==> config.mk <==
export PLATFORM = sky130hd
export DESIGN_NAME = irqa_top
export DESIGN_NICKNAME = d
export VERILOG_FILES = /design/src/rtl/irqa_pkg.sv /design/src/rtl/irqa_detect.sv /design/src/rtl/irqa_bank.sv /design/src/rtl/irqa_top.sv
export SDC_FILE = /design/constraint.sdc
export NUM_CORES = 1
export LEC_CHECK = 0
export BUFFER_PORTS_ARGS = -buffer_cell sky130_fd_sc_hd__buf_4
export CAP_MARGIN = 30
export CORE_MARGIN = 3
export CORE_UTILIZATION = 40
export DETAILED_ROUTE_END_ITERATION = 12
export GPL_ROUTABILITY_DRIVEN = 1
export PLACE_DENSITY = 0.58
export SLEW_MARGIN = 15
export SYNTH_ARGS = -nofsm -noshare
export SYNTH_HDL_FRONTEND = slang
export SYNTH_SLANG_ARGS = --single-unit
==> constraint.sdc <==
create_clock -name clk -period 2.3 [get_ports clk]
set_input_delay 0.46 -clock clk [delete_from_list [all_inputs] [get_ports clk]]
set_output_delay 0.46 -clock clk [all_outputs]
set_load 0.01 [all_outputs]
==> src/rtl/irqa_pkg.sv <==
package irqa_pkg;
    localparam int BANK_W = 8;
    localparam int ADDR_W = 2;

    typedef enum logic [ADDR_W-1:0] {
        A_GLAT = 2'd0,
        A_CLAT = 2'd1,
        A_GMSK = 2'd2,
        A_CMSK = 2'd3
    } addr_e;

    typedef enum int {
        DET_RISE,
        DET_FALL,
        DET_CHANGE
    } det_e;
endpackage

==> src/rtl/irqa_detect.sv <==
module irqa_detect
    import irqa_pkg::*;
#(
    parameter int   W    = 1,
    parameter det_e MODE = DET_CHANGE
) (
    input  logic         clk,
    input  logic         rst_n,
    input  logic [W-1:0] val,
    output logic         ev
);
    typedef struct packed {
        logic [W-1:0] prev;
        logic         primed;
    } det_st_t;

    det_st_t s_d, s_q;
    logic    hit;

    generate
        if (MODE == DET_RISE) begin : g_rise
            assign hit = |(val & ~s_q.prev);
        end else if (MODE == DET_FALL) begin : g_fall
            assign hit = |(~val & s_q.prev);
        end else begin : g_change
            assign hit = (val != s_q.prev);
        end
    endgenerate

    always_comb begin
        s_d        = s_q;
        s_d.prev   = val;
        s_d.primed = 1'b1;
    end

    // the first cycle after reset only captures the baseline
    assign ev = hit & s_q.primed;

    always_ff @(posedge clk or negedge rst_n) begin
        if (!rst_n) begin
            s_q <= '0;
        end else begin
            s_q <= s_d;
        end
    end
endmodule

==> src/rtl/irqa_bank.sv <==
module irqa_bank #(
    parameter int W = 8
) (
    input  logic         clk,
    input  logic         rst_n,
    input  logic [W-1:0] ev,
    input  logic         rd_clr,
    input  logic         mask_we,
    input  logic [W-1:0] mask_wdata,
    output logic [W-1:0] latch_o,
    output logic [W-1:0] mask_o,
    output logic [W-1:0] latch_next,
    output logic [W-1:0] new_set
);
    typedef struct packed {
        logic [W-1:0] latch;
        logic [W-1:0] mask;
    } bank_st_t;

    bank_st_t s_d, s_q;

    always_comb begin
        s_d = s_q;
        // a new event wins over the clear of the same cycle
        s_d.latch = (rd_clr ? '0 : s_q.latch) | ev;
        if (mask_we) begin
            s_d.mask = mask_wdata;
        end
        new_set    = s_d.latch & ~s_q.latch & ~s_q.mask;
        latch_next = s_d.latch;
    end

    assign latch_o = s_q.latch;
    assign mask_o  = s_q.mask;

    always_ff @(posedge clk or negedge rst_n) begin
        if (!rst_n) begin
            s_q.latch <= '0;
            s_q.mask  <= '1;
        end else begin
            s_q <= s_d;
        end
    end
endmodule

==> src/rtl/irqa_top.sv <==
module irqa_top
    import irqa_pkg::*;
(
    input  logic              clk,
    input  logic              rst_n,
    input  logic              dropout_in,
    input  logic              therm2_in,
    input  logic              therm1_in,
    input  logic              onkey_in,
    input  logic              gpi_in,
    input  logic [1:0]        in_dtl,
    input  logic [3:0]        chg_dtl,
    input  logic [2:0]        thm_dtl,
    input  logic              treg_in,
    input  logic              sysmin_in,
    input  logic              vmin_in,
    input  logic              ilim_in,
    input  logic              rd_en,
    input  logic              wr_en,
    input  logic [ADDR_W-1:0] addr,
    input  logic [BANK_W-1:0] wdata,
    output logic [BANK_W-1:0] rdata,
    output logic              irq_n,
    output logic              irq_stat
);
    localparam int N_RISE = 3;
    localparam int N_BOTH = 2;

    logic [BANK_W-1:0] g_ev, c_ev;
    logic [BANK_W-1:0] g_latch, g_mask, g_next, g_new;
    logic [BANK_W-1:0] c_latch, c_mask, c_next, c_new;
    logic [N_RISE-1:0] rise_lvl;
    logic [N_BOTH-1:0] both_lvl;

    // global bank: bits 4..6 are rises only, bits 0..3 are rise/fall pairs
    assign rise_lvl = {dropout_in, therm2_in, therm1_in};
    assign both_lvl = {onkey_in, gpi_in};

    generate
        for (genvar i = 0; i < N_RISE; i++) begin : g_rise_src
            irqa_detect #(.W(1), .MODE(DET_RISE)) u_det (
                .clk(clk), .rst_n(rst_n), .val(rise_lvl[i]), .ev(g_ev[2*N_BOTH+i])
            );
        end
        for (genvar i = 0; i < N_BOTH; i++) begin : g_edge_src
            irqa_detect #(.W(1), .MODE(DET_RISE)) u_rise (
                .clk(clk), .rst_n(rst_n), .val(both_lvl[i]), .ev(g_ev[2*i+1])
            );
            irqa_detect #(.W(1), .MODE(DET_FALL)) u_fall (
                .clk(clk), .rst_n(rst_n), .val(both_lvl[i]), .ev(g_ev[2*i])
            );
        end
    endgenerate
    assign g_ev[BANK_W-1] = 1'b0;

    // charger bank: every source is a change detector
    irqa_detect #(.W(3), .MODE(DET_CHANGE)) u_thm (
        .clk(clk), .rst_n(rst_n), .val(thm_dtl), .ev(c_ev[0]));
    irqa_detect #(.W(4), .MODE(DET_CHANGE)) u_chg (
        .clk(clk), .rst_n(rst_n), .val(chg_dtl), .ev(c_ev[1]));
    irqa_detect #(.W(2), .MODE(DET_CHANGE)) u_in (
        .clk(clk), .rst_n(rst_n), .val(in_dtl), .ev(c_ev[2]));
    irqa_detect #(.W(1), .MODE(DET_CHANGE)) u_treg (
        .clk(clk), .rst_n(rst_n), .val(treg_in), .ev(c_ev[3]));
    irqa_detect #(.W(2), .MODE(DET_CHANGE)) u_lim (
        .clk(clk), .rst_n(rst_n), .val({vmin_in, ilim_in}), .ev(c_ev[4]));
    irqa_detect #(.W(1), .MODE(DET_CHANGE)) u_sysmin (
        .clk(clk), .rst_n(rst_n), .val(sysmin_in), .ev(c_ev[5]));
    assign c_ev[BANK_W-1:6] = '0;

    irqa_bank #(.W(BANK_W)) u_gbank (
        .clk(clk), .rst_n(rst_n), .ev(g_ev),
        .rd_clr(rd_en && (addr == A_GLAT)),
        .mask_we(wr_en && (addr == A_GMSK)), .mask_wdata(wdata),
        .latch_o(g_latch), .mask_o(g_mask), .latch_next(g_next), .new_set(g_new)
    );

    irqa_bank #(.W(BANK_W)) u_cbank (
        .clk(clk), .rst_n(rst_n), .ev(c_ev),
        .rd_clr(rd_en && (addr == A_CLAT)),
        .mask_we(wr_en && (addr == A_CMSK)), .mask_wdata(wdata),
        .latch_o(c_latch), .mask_o(c_mask), .latch_next(c_next), .new_set(c_new)
    );

    typedef struct packed {
        logic act;
    } irq_st_t;

    irq_st_t r_d, r_q;

    always_comb begin
        r_d     = r_q;
        r_d.act = (r_q.act | (|g_new) | (|c_new)) & ((|g_next) | (|c_next));
    end

    always_ff @(posedge clk or negedge rst_n) begin
        if (!rst_n) begin
            r_q <= '0;
        end else begin
            r_q <= r_d;
        end
    end

    always_comb begin
        case (addr)
            A_GLAT:  rdata = g_latch;
            A_CLAT:  rdata = c_latch;
            A_GMSK:  rdata = g_mask;
            default: rdata = c_mask;
        endcase
    end

    assign irq_n    = ~r_q.act;
    assign irq_stat = r_q.act;
endmodule

==> metrics.txt <==
FFs w/ async S/R, synth=1.00; Clk pwr share=0.264; Root Buffer=clkbuf_8; clock latency on the worst-skew pair=0.30 ns; die area=0.00668 mm^2; crit path cell chain=mux4_1 -> buf_4; vias per std cell=5.42; Comb power frac=0.169; Pleak=0.00117 uW; quantity of gates resized following cts=0; max-cap violation count=0; CP Data Required Time=1.84 ns; clock sink count=52; Synth Area in Simple Gates=0.126; initial core utilization=0.430; worst reg2reg startpoint=u_sysmin.s_q[0]; Worst Path Max Fanout=4; DR WL/cell=17.2 um; share of power burned in registers=0.567; Initial DRT Pass Iterations=4; vias after detailed routing=1556; flop-to-flop setup slack=0.54 ns; Fin Hold WS=0.169 ns; Post-CTS Setup Bufs=0; # IOs=42; crit share post-route=0.821; RSZ-0062 raised after global routing=no; synth warn=0; P per Cell Area=727 mW/mm^2; Psw=519 uW; complex-gate fraction of the synthesized area=0.0769; remaining antenna violation count after routing=0; Post-Synth XOR/XNOR Area=0.0496; total global-route track usage=0.166; Yosys reg bits=52; CTS tree=built; layout cells sized above 1=0.433; worst-margin pin slew=0.638 ns; Setup Skew=0.0108 ns; placed inst area=0.00268 mm^2; Layout area overhead=21.1%; pin count of the biggest net entering global routing=53; Worst Path Arrival=1.43 ns; setup TNS=0 ns; core footprint=0.00534 mm^2; width of the chip=81.7 um; IO buf count=41; Post-Synthesis Cells=171; VDD IR-drop max=0.346 mV; Bufs on Longest Clock Path=2; initial DRC count=72; initial antenna violation count=0; top achievable clock speed=529 MHz; final instance area=0.00278 mm^2; hpwl dp=3690 um; Rows=26; Fin. Hold Viols=0; Layout fillers=484; H-tree depth=2; n_diodes=0; DRC=0; number of synthesized flops with an enable pin=0; Top FF cell, synth=dfrtp_1; crit path from=u_cbank.latch_o[1]; Pwr Total=2020 uW; status=finished clean; slew margin rel.=0.575; Synth Area in Adders=0; Setup crit end kind=output port; Netlist Area Pre-Place=0.00229 mm^2; final wirelength=4950 um; main combinational cell family by area after synthesis=multiplexers; Layout Cells excl Fill=287; crit path time final=1.89 ns; Int Pwr=1500 uW; Die Y=81.7 um; Post-CTS Hold Buffers=0; WS Path Type=flip-flop to output port; Placed Cells=279; setup violators final=0; largest cells by area after synthesis=dfrtp_1 39%, dfstp_2 18%, mux2_2 7.9%; Final GP Congestion=0.867; final slew viol count=0; Clk pin slew, worst setup/hold paths=0.09 ns; Yosys top cell area share=0.393; sequential area share after synthesis=0.576; first-pass GRT wire length=8260 um; vias in the first global route=1605; Sw Share=0.257; Netlist cell types=37; grt ovf=0; mux contribution to synthesized area=0.159; CP Launch Type=flip-flop; net count after synthesis=203; Slowest-stage cell, CP=mux4_1; delay of the slowest cell on the worst path=0.54 ns; Hold Crit Class=input port to asynchronous set/reset pin; TritonCTS buffer count=5; Synth area leader=dfrtp_1; fin nets=248; Post-Syn Area per Cell=13.4 um^2
==> cells in the final DEF (no fill, tap or decap), drive strengths merged <==
cell and instances:
dfstp 16, conb 1, nor3 2, o21ai 4, o31a 1, o22ai 1, or4 1, nor2b 8
nand4 1, and2 3, nor4 5, nand3 4, a21o 1, buf 43, nor2 5, or3 1
inv 1, mux4 8, or3b 1, o31ai 2, xnor2 3, nand2 15, dfrtp 36, o311ai 2
mux2 16, xor2 10, clkinvlp 1, nand3b 3, a211oi 2, a22oi 1, clkbuf 7, and3 1
nor3b 3, a31oi 1, a22o 7
==> cell usage after synthesis (2+ instances only) <==
| master | number |
|---|---|
| dfstp_2 | 16 |
| nor2b_1 | 8 |
| dfrtp_1 | 36 |
| a22o_1 | 7 |
| nor4_1 | 5 |
| nand2_1 | 15 |
| xnor2_1 | 3 |
| o311ai_0 | 2 |
| o21ai_0 | 4 |
| nand3b_1 | 3 |
| nor2_1 | 5 |
| nand3_1 | 4 |
| clkbuf_1 | 3 |
| mux4_2 | 7 |
| nor3_1 | 2 |
| buf_2 | 2 |
| xor2_1 | 10 |
| and2_1 | 3 |
| nor3b_1 | 3 |
| mux2_2 | 16 |
==> through the flow <==
step / util / setup slack [ns]
final: 0.520 / 0.411
after detailed placement: 0.503 / 0.422
after global routing: 0.520 / 0.370
after CTS: 0.520 / 0.396
after global placement: 0.503 / 0.427
after floorplan: - / 0.563
==> flip-flops by register name, indices dropped and copies added (netlist names) <==
signal and count:
u_thm.s_q 3, g_edge_src.u_fall.s_q 2, u_sysmin.s_q 2, u_cbank.mask_o 8, irq_stat 1, g_rise_src.u_det.s_q 3
u_chg.s_q 4, u_in.s_q 2, u_lim.s_q 2, u_treg.s_q 1, u_gbank.latch_o 8, u_gbank.mask_o 8
u_cbank.latch_o 8
==> final timing paths <==
kind                            cells after the start                           to
worst max-delay path                                2                     rdata[1]
worst min-delay path                                1  g_edge_src[1].u_fall.s_q[1]
worst max register to register                      5                     irq_stat
worst min register to register                      1           u_cbank.latch_o[7]
max in group asynchronous                           1                  u_in.s_q[1]
min in group clk                                    1   g_rise_src[0].u_det.s_q[1]
==> final cells by class <==
class / count / area, um^2 / share of cell area
sequential: 52 / 1320 / 0.476
multi-input combinational: 113 / 947 / 0.341
timing repair buffer: 43 / 323 / 0.116
tap: 70 / 87.6 / 0.0315
clock buffer: 7 / 86.3 / 0.0311
clock inverter: 1 / 7.51 / 0.00270
inverter: 1 / 3.75 / 0.00135
==> metal layers <==
metal,global-route usage,up-vias,share of wire
li1,-,719,-
met1,0.222,798,0.43
met2,0.265,31,0.51
met3,0.0428,8,0.044
met4,0.0482,0,0.013
met5,0,-,0
==> critical path: cells and delay by family (launching register included) <==
family / cells / cell delay (ns)
mux: 1 / 0.54
flops: 1 / 0.42
buf+inv: 1 / 0.17
==> power by group through the flow <==
| stage | Combinational [uW] | Clock (uW) | Sequential [uW] |
|---|---|---|---|
| after floorplan | 208 | 0 | 1120 |
| after global placement | 336 | 0 | 1160 |
| after detailed placement | 346 | 0 | 1160 |
| after CTS | 348 | 555 | 1140 |
| after global routing | 378 | 588 | 1160 |
| final | 342 | 533 | 1140 |
==> logic make-up (layout without fill, tap and decap cells) <==
logic type | Yosys count | in the layout
multiplexers | 24 | 24
AO/OA/AOI/OAI | 22 | 22
other | 1 | 1
AND/OR/NAND/NOR | 53 | 53
buffers and inverters | 6 | 52
flip-flops | 52 | 52
XOR/XNOR | 13 | 13
Power figures use the tool's default switching activity.
